<file path="src/rtl/burst_pkg.sv">
package burst_pkg;

  // Low-bit value for a beat, in linear order (add, with wrap).
  function automatic logic [1:0] lo_linear(input logic [1:0] start, input logic [1:0] beat);
    return start + beat;
  endfunction

  // Low-bit value for a beat, in interleaved order (bitwise XOR).
  function automatic logic [1:0] lo_interleave(input logic [1:0] start, input logic [1:0] beat);
    return start ^ beat;
  endfunction

  // Picks the order.
  function automatic logic [1:0] lo_select(input logic [1:0] start, input logic [1:0] beat,
                                           input logic lin);
    return lin ? lo_linear(start, beat) : lo_interleave(start, beat);
  endfunction

endpackage

</file>
<file path="src/rtl/burst_order_latch.sv">
module burst_order_latch (
  input  logic clk,
  input  logic rst_n,
  input  logic order_lin_i,
  output logic ord_lin_q
);
  // Transparent capture while reset is held; frozen afterwards.
  always_ff @(posedge clk) begin
    if (!rst_n) ord_lin_q <= order_lin_i;
  end
endmodule

</file>
<file path="src/rtl/burst_beat_ctr.sv">
module burst_beat_ctr #(
  parameter int CNT_W = 2
) (
  input  logic             clk,
  input  logic             rst_n,
  input  logic             load,
  input  logic             step,
  output logic [CNT_W-1:0] beat_q
);
  always_ff @(posedge clk or negedge rst_n) begin
    if (!rst_n)    beat_q <= '0;
    else if (load) beat_q <= '0;
    else if (step) beat_q <= beat_q + 1'b1;
  end
endmodule

</file>
<file path="src/rtl/burst_base_reg.sv">
module burst_base_reg #(
  parameter int ADDR_W = 10
) (
  input  logic              clk,
  input  logic              rst_n,
  input  logic              load,
  input  logic [ADDR_W-1:0] addr_i,
  output logic [ADDR_W-1:0] base_q
);
  always_ff @(posedge clk or negedge rst_n) begin
    if (!rst_n)    base_q <= '0;
    else if (load) base_q <= addr_i;
  end
endmodule

</file>
<file path="src/rtl/burst_addr_gen.sv">
module burst_addr_gen #(
  parameter int ADDR_W = 10,
  parameter int CNT_W  = 2
) (
  input  logic              clk,
  input  logic              rst_n,
  input  logic              order_lin_i,
  input  logic              sel_i,
  input  logic              stb_a_i,
  input  logic              stb_b_i,
  input  logic              adv_i,
  input  logic [ADDR_W-1:0] addr_i,
  output logic [ADDR_W-1:0] addr_o
);
  import burst_pkg::*;

  localparam int HI_W = ADDR_W - CNT_W;

  // Named events for the checker.
  logic ld_evt;
  logic step_evt;
  logic ord_lin_q;
  logic [CNT_W-1:0]  beat_q;
  logic [ADDR_W-1:0] base_q;
  logic [CNT_W-1:0]  lo_w;

  assign ld_evt   = sel_i & (stb_a_i | stb_b_i);
  assign step_evt = adv_i & ~ld_evt;

  burst_order_latch u_ord (
    .clk(clk), .rst_n(rst_n), .order_lin_i(order_lin_i), .ord_lin_q(ord_lin_q)
  );

  burst_beat_ctr #(.CNT_W(CNT_W)) u_beat (
    .clk(clk), .rst_n(rst_n), .load(ld_evt), .step(step_evt), .beat_q(beat_q)
  );

  burst_base_reg #(.ADDR_W(ADDR_W)) u_base (
    .clk(clk), .rst_n(rst_n), .load(ld_evt), .addr_i(addr_i), .base_q(base_q)
  );

  assign lo_w = lo_select(base_q[CNT_W-1:0], beat_q, ord_lin_q);

  generate
    if (HI_W > 0) begin : g_hi
      assign addr_o = {base_q[ADDR_W-1:CNT_W], lo_w};
    end else begin : g_lo_only
      assign addr_o = lo_w;
    end
  endgenerate
endmodule

</file>
<file path="config.mk">
export PLATFORM = sky130hd
export DESIGN_NAME = burst_addr_gen
export DESIGN_NICKNAME = d
export VERILOG_FILES = /design/src/rtl/burst_pkg.sv /design/src/rtl/burst_order_latch.sv /design/src/rtl/burst_beat_ctr.sv /design/src/rtl/burst_base_reg.sv /design/src/rtl/burst_addr_gen.sv
export SDC_FILE = /design/constraint.sdc
export NUM_CORES = 1
export LEC_CHECK = 0
export CAP_MARGIN = 20
export CORE_MARGIN = 8
export CORE_UTILIZATION = 30
export DETAILED_ROUTE_END_ITERATION = 8
export HOLD_SLACK_MARGIN = 0.05
export PLACE_DENSITY = 0.66
export SLEW_MARGIN = 20
export SYNTH_ARGS = -nofsm -noshare
export SYNTH_HDL_FRONTEND = slang
export SYNTH_SLANG_ARGS = --single-unit
</file>
<file path="constraint.sdc">
create_clock -name clk -period 1 [get_ports clk]
set_input_delay 0.25 -clock clk [delete_from_list [all_inputs] [get_ports clk]]
set_output_delay 0.25 -clock clk [all_outputs]
set_load 0.005 [all_outputs]
</file>
After elaboration in Yosys (flattened, before gate mapping). Cells that the tools add are included.

$add $sub $neg: 2. Multiply operators: 0. Divide/modulo/power cells: 0. Magnitude comparators: 0. Equal/unequal tests: 0. Shift-type cells: 0. Muxes and demuxes: 3. Bitwise gates (word level): 5. Reduce and logical (&&, ||, !) cells: 1.

Operators by type and width (count): 2-bit 2-to-1 mux (3); 2-bit by 1-bit adder with 2-bit output (second input constant) (1); 2-bit adder (1); 1-bit bitwise AND (2); 2-bit nonzero test (1); 2-bit XOR (1); 1-bit NOT (1); 1-bit bitwise OR (1).

Bits in registers: 13. Latch bits: 0. Bits in writable memories: 0. ROM bits: 0. Output and inout port bits: 10. Memories kept: 0.

Logic depth before layout (Yosys ltp). Gate-level depths: netlist of the first run.

Depth in word-level cells: 6. Gate-level depth with buffers: 3.

By module. From an unflattened synthesis of the first run, not the netlist that was laid out.

Cell total of the unflattened synthesis: 36. Area, all modules: 581.8 um2.

Modules (own cells, without submodules): burst_base_reg (times used 1, cells each 21, area each 411.6 um2); burst_beat_ctr (times used 1, cells each 7, area each 88.8 um2); burst_addr_gen (times used 1, cells each 6, area each 47.5 um2); burst_order_latch (times used 1, cells each 2, area each 33.8 um2).

Worst setup path after synthesis of the first run. Ideal clock, no wire load.

Kind: flip-flop to output port. Start: register u_beat.beat_q[0]. End: output addr_o[1]. Arrival: 773 ps. Data required time: 750 ps. Setup slack: -23 ps. Stages on the path, launching flop included: 4. Path buffers: 0. Path through: dfrtp_1 -> ha_1 -> nand2_1 -> xnor2_1.

Longest elaborated chain between the ends: 2.

RTL lines: start: declaration (RTL line burst_beat_ctr.sv:8) `output logic [CNT_W-1:0] beat_q`; start signal: assignment (RTL line burst_beat_ctr.sv:13) `else if (step) beat_q <= beat_q + 1'b1;`; 2-bit adder (RTL line burst_pkg.sv:5) `return start + beat;`; 2-bit 2-to-1 mux (RTL line burst_pkg.sv:16) `return lin ? lo_linear(start, beat) : lo_interleave(start, beat);`; end: declaration (RTL line burst_addr_gen.sv:13) `output logic [ADDR_W-1:0] addr_o`.

No other way between the ends.

Worst setup path after layout of the first run. Ends and elaborated chain as after synthesis.

==> flow_summary.ini, run 1 <==
[outcome]
status = finished, violations left
violations = setup timing

[timing]
hold_viol_final = 0
finalMaxSlewViolations = 0
maxSlewHeadroom = 0.863
skew_ps = 2.11
max_freq_mhz = 729
rsz0062_at_grt = yes
final_critical_path_setup_slack_ps = -371
setup-violations-final = 11
final.min_clock_period_ps = 1370
layout_worst_path_cycle_share = 1.37
timing_worst_slew_pin_value_ps = 205
fin_tns_setup_ps = -961

[clock_tree]
cts_root_buffer = clkbuf_4
cts_max_level = 1
cts_tree = yes
cts_hold_buf = 0
insertion_delay_ps = 270
numCtsBuffers = 3
cts.reportedPaths.clkPinSlew_ps = 80
cts-root-to-sink-buffers = 2
clock_sinks = 13

[setup_path]
cp_slowest_stage_delay_ps = 410
r2r_slack_ps = -70
setup.worst_path.class = reg -> out
endpoint_of_the_worst_slack_reg_to_reg_timing_path = u_beat.beat_q[1]$_DFFE_PN0P_
reg2reg_depth = 4
peak_fanout_along_the_critical_path = 2
worstPathBufferInverterCount = 1
arrival_time_of_the_worst_setup_path_ps = 1120
cp-startpoint = u_beat.beat_q[0]$_DFFE_PN0P_
crit_end = addr_o[1]
crit_slowest_cell = dfrtp_1
crit_family = flip-flops
startpoint_type = flop
worstPathRequired_ps = 750
crit_cells = 4
crit_chain = ha_4, nand2_2, xnor2_1, buf_2
rr_startpoint = u_beat.beat_q[0]$_DFFE_PN0P_
worstSetupEndpointType = output port

[global_routing]
grt.overflow.total = 0
number_of_antenna_violations_at_the_first_check_in_global_routing = 0
maximum_number_of_pins_on_one_net_before_global_route_repair = 13
number_of_global_route_vias_before_repair = 460
grtUsageTotal = 0.0746
grt_first_pass_wirelength_mm = 2.10

[synth]
syn_inst = 43
seq_area_frac_synth = 0.529
netlist_area_um2 = 624
synth_cell_type_count = 16
synth_warnings = 0
netlist.area_leader.share = 0.481
synth_area_leader_cell = dfrtp_1
postSynthRegisterBits = 13
synth.avg_cell_area_um2 = 14.5
mappedNetlistNets = 61
netlist_top_cells_area = dfrtp_1, mux2_4, buf_4

[die]
floorplan.die.height_um = 61.6
boundaryPins = 27
core_region_area_mm2 = 0.00196
rows = 16
initial_core_util = 0.318
die_footprint_mm2 = 0.00380
floorplan.die.width_um = 61.6

[layout]
final_layout_size_suffix_gt1_frac = 0.554
area.growth.synth_to_final_pct = 54.1
finish.cell_count_without_fillers = 101
finish.net_count = 93
insertedDiodeCount = 0
post-route-cell-area_um2 = 962
num-fill-cells = 197
final_util = 0.490

[routing]
drt_iter0_drc = 3
dr_wl_met2_um = 622
drt-met1-wl_um = 526
wirelength_mm = 1.31
via_per_inst = 4.03
drc_violations = 0
routed_wire_length_per_instance_um = 13.0
final_ant_viol_nets = 0
highest_layer = met4
route.met3.wl_um = 150
vias = 407
drtPass1Iterations = 3

[place]
gpl.final_weighted_congestion = 0.632
numPlacedInstances = 92
dpl-instance-area_um2 = 900
dp_hpwl_um = 931
count_of_input_and_output_buffers = 26

[power]
irDropWorstVdd_mv = 0.628
power.static_leakage_nw = 0.452
power-per-cell-area_mw_per_mm2 = 1460

[flow_run]
max_cap_violations = 0

[hold_path]
worstHoldPathType = in -> async
[worst reg2reg max path, delay by kind of cell (launching register included)]
family                 cells  cell delay (ps)
DFF                        1              410
buffers and inverters      2              280
AOI/OAI and AO/OA          2              310
[state kept, by name (all words and copies together) (netlist names)]
signal           cells
u_base.base_q       10
u_beat.beat_q        2
u_ord.ord_lin_q      1
[cell usage in the layout, fill, tap and decap left out]
| master | instances |
|---|---|
| buf_12 | 1 |
| clkdlybuf4s50_1 | 13 |
| clkbuf_1 | 1 |
| clkbuf_4 | 3 |
| xnor2_2 | 1 |
| clkdlybuf4s15_1 | 1 |
| nand3b_1 | 1 |
| a21oi_2 | 1 |
| mux2_4 | 9 |
| buf_4 | 7 |
| buf_16 | 1 |
| inv_1 | 1 |
| nor2_1 | 1 |
| xor2_1 | 1 |
| ha_4 | 1 |
| buf_2 | 11 |
| edfxtp_1 | 1 |
| a21bo_2 | 1 |
| dfrtp_1 | 12 |
| xnor2_1 | 1 |
| mux2_2 | 1 |
| buf_6 | 2 |
| o21a_2 | 1 |
| nand2_2 | 1 |
[where the power goes]
group	switching (W)	internal, W	leakage [nW]	total, W
Clock	0.000161	0.000154	0.0150	0.000315
Combinational	0.000138	0.000309	0.284	0.000447
Sequential	0.0000428	0.000601	0.153	0.000644
[per-layer routing]
layer | GRT usage | up-vias
met5 | 0 | -
met4 | 0.0390 | 0
met3 | 0.0313 | 2
met2 | 0.117 | 17
met1 | 0.0843 | 189
li1 | - | 199
[metrics by stage]
step	setup WS [ps]	hold WS, ps	power, W
2_1_floorplan	-16.9	-45.6	0.000870
3_3_place_gp	-490	497	0.00108
3_5_place_dp	-492	499	0.00108
4_1_cts	-390	307	0.00141
5_1_grt	-424	338	0.00149
6_report	-371	307	0.00141
[kinds of logic (layout without fill, tap and decap cells)]
family / count (synthesis) / in the layout / synth area share
DFF: 13 / 13 / 0.529
and+or+nand+nor: 3 / 3 / 0.0240
xor gates and xnor gates: 3 / 3 / 0.0421
buffers and inverters: 10 / 41 / 0.120
adders and majority gates: 1 / 1 / 0.0200
muxes: 10 / 10 / 0.228
AOI/OAI and AO/OA: 3 / 3 / 0.0361
[Yosys cell counts (all sizes together)]
library cell / count
o21a: 1
a21bo: 1
buf: 9
edfxtp: 1
xnor2: 2
inv: 1
xor2: 1
a21oi: 1
ha: 1
dfrtp: 12
nand3b: 1
nor2: 1
mux2: 10
nand2: 1
[layout make-up]
type / instances / area [um2] / share of cell area
Timing Repair Buffer: 36 / 318 / 0.330
Clock buffer: 4 / 26.3 / 0.0273
Tap cell: 27 / 33.8 / 0.0351
Inverter: 1 / 3.75 / 0.00390
Sequential cell: 13 / 330 / 0.343
Multi-Input combinational cell: 20 / 250 / 0.260
[timing repair]
item	4_1_cts	5_1_grt
gates resized for setup	55	2
pin swaps	2	1
gates cloned	1	0
endpoints found under the hold margin	0	0
setup endpoints to repair	20	10
setup buffers	3	1
[worst min-delay path by stage]
stage                                               to  slack [ps]  depth (start not counted)
after floorplan           u_base.base_q[0]$_DFFE_PN0P_         -50                          0
after detailed placement  u_base.base_q[6]$_DFFE_PN0P_         500                          1
final                     u_base.base_q[0]$_DFFE_PN0P_         310                          2
after CTS                 u_base.base_q[0]$_DFFE_PN0P_         310                          2
after global placement    u_base.base_q[3]$_DFFE_PN0P_         500                          1
after global routing      u_base.base_q[0]$_DFFE_PN0P_         340                          2
Power figures use the tool's default switching activity.
==> run 2: changes to the inputs <==
Settings changed: SLEW_MARGIN 20 to 25.
==> results of run 2 <==
No change in the layout: final DEF, timing and power equal those of run 1.
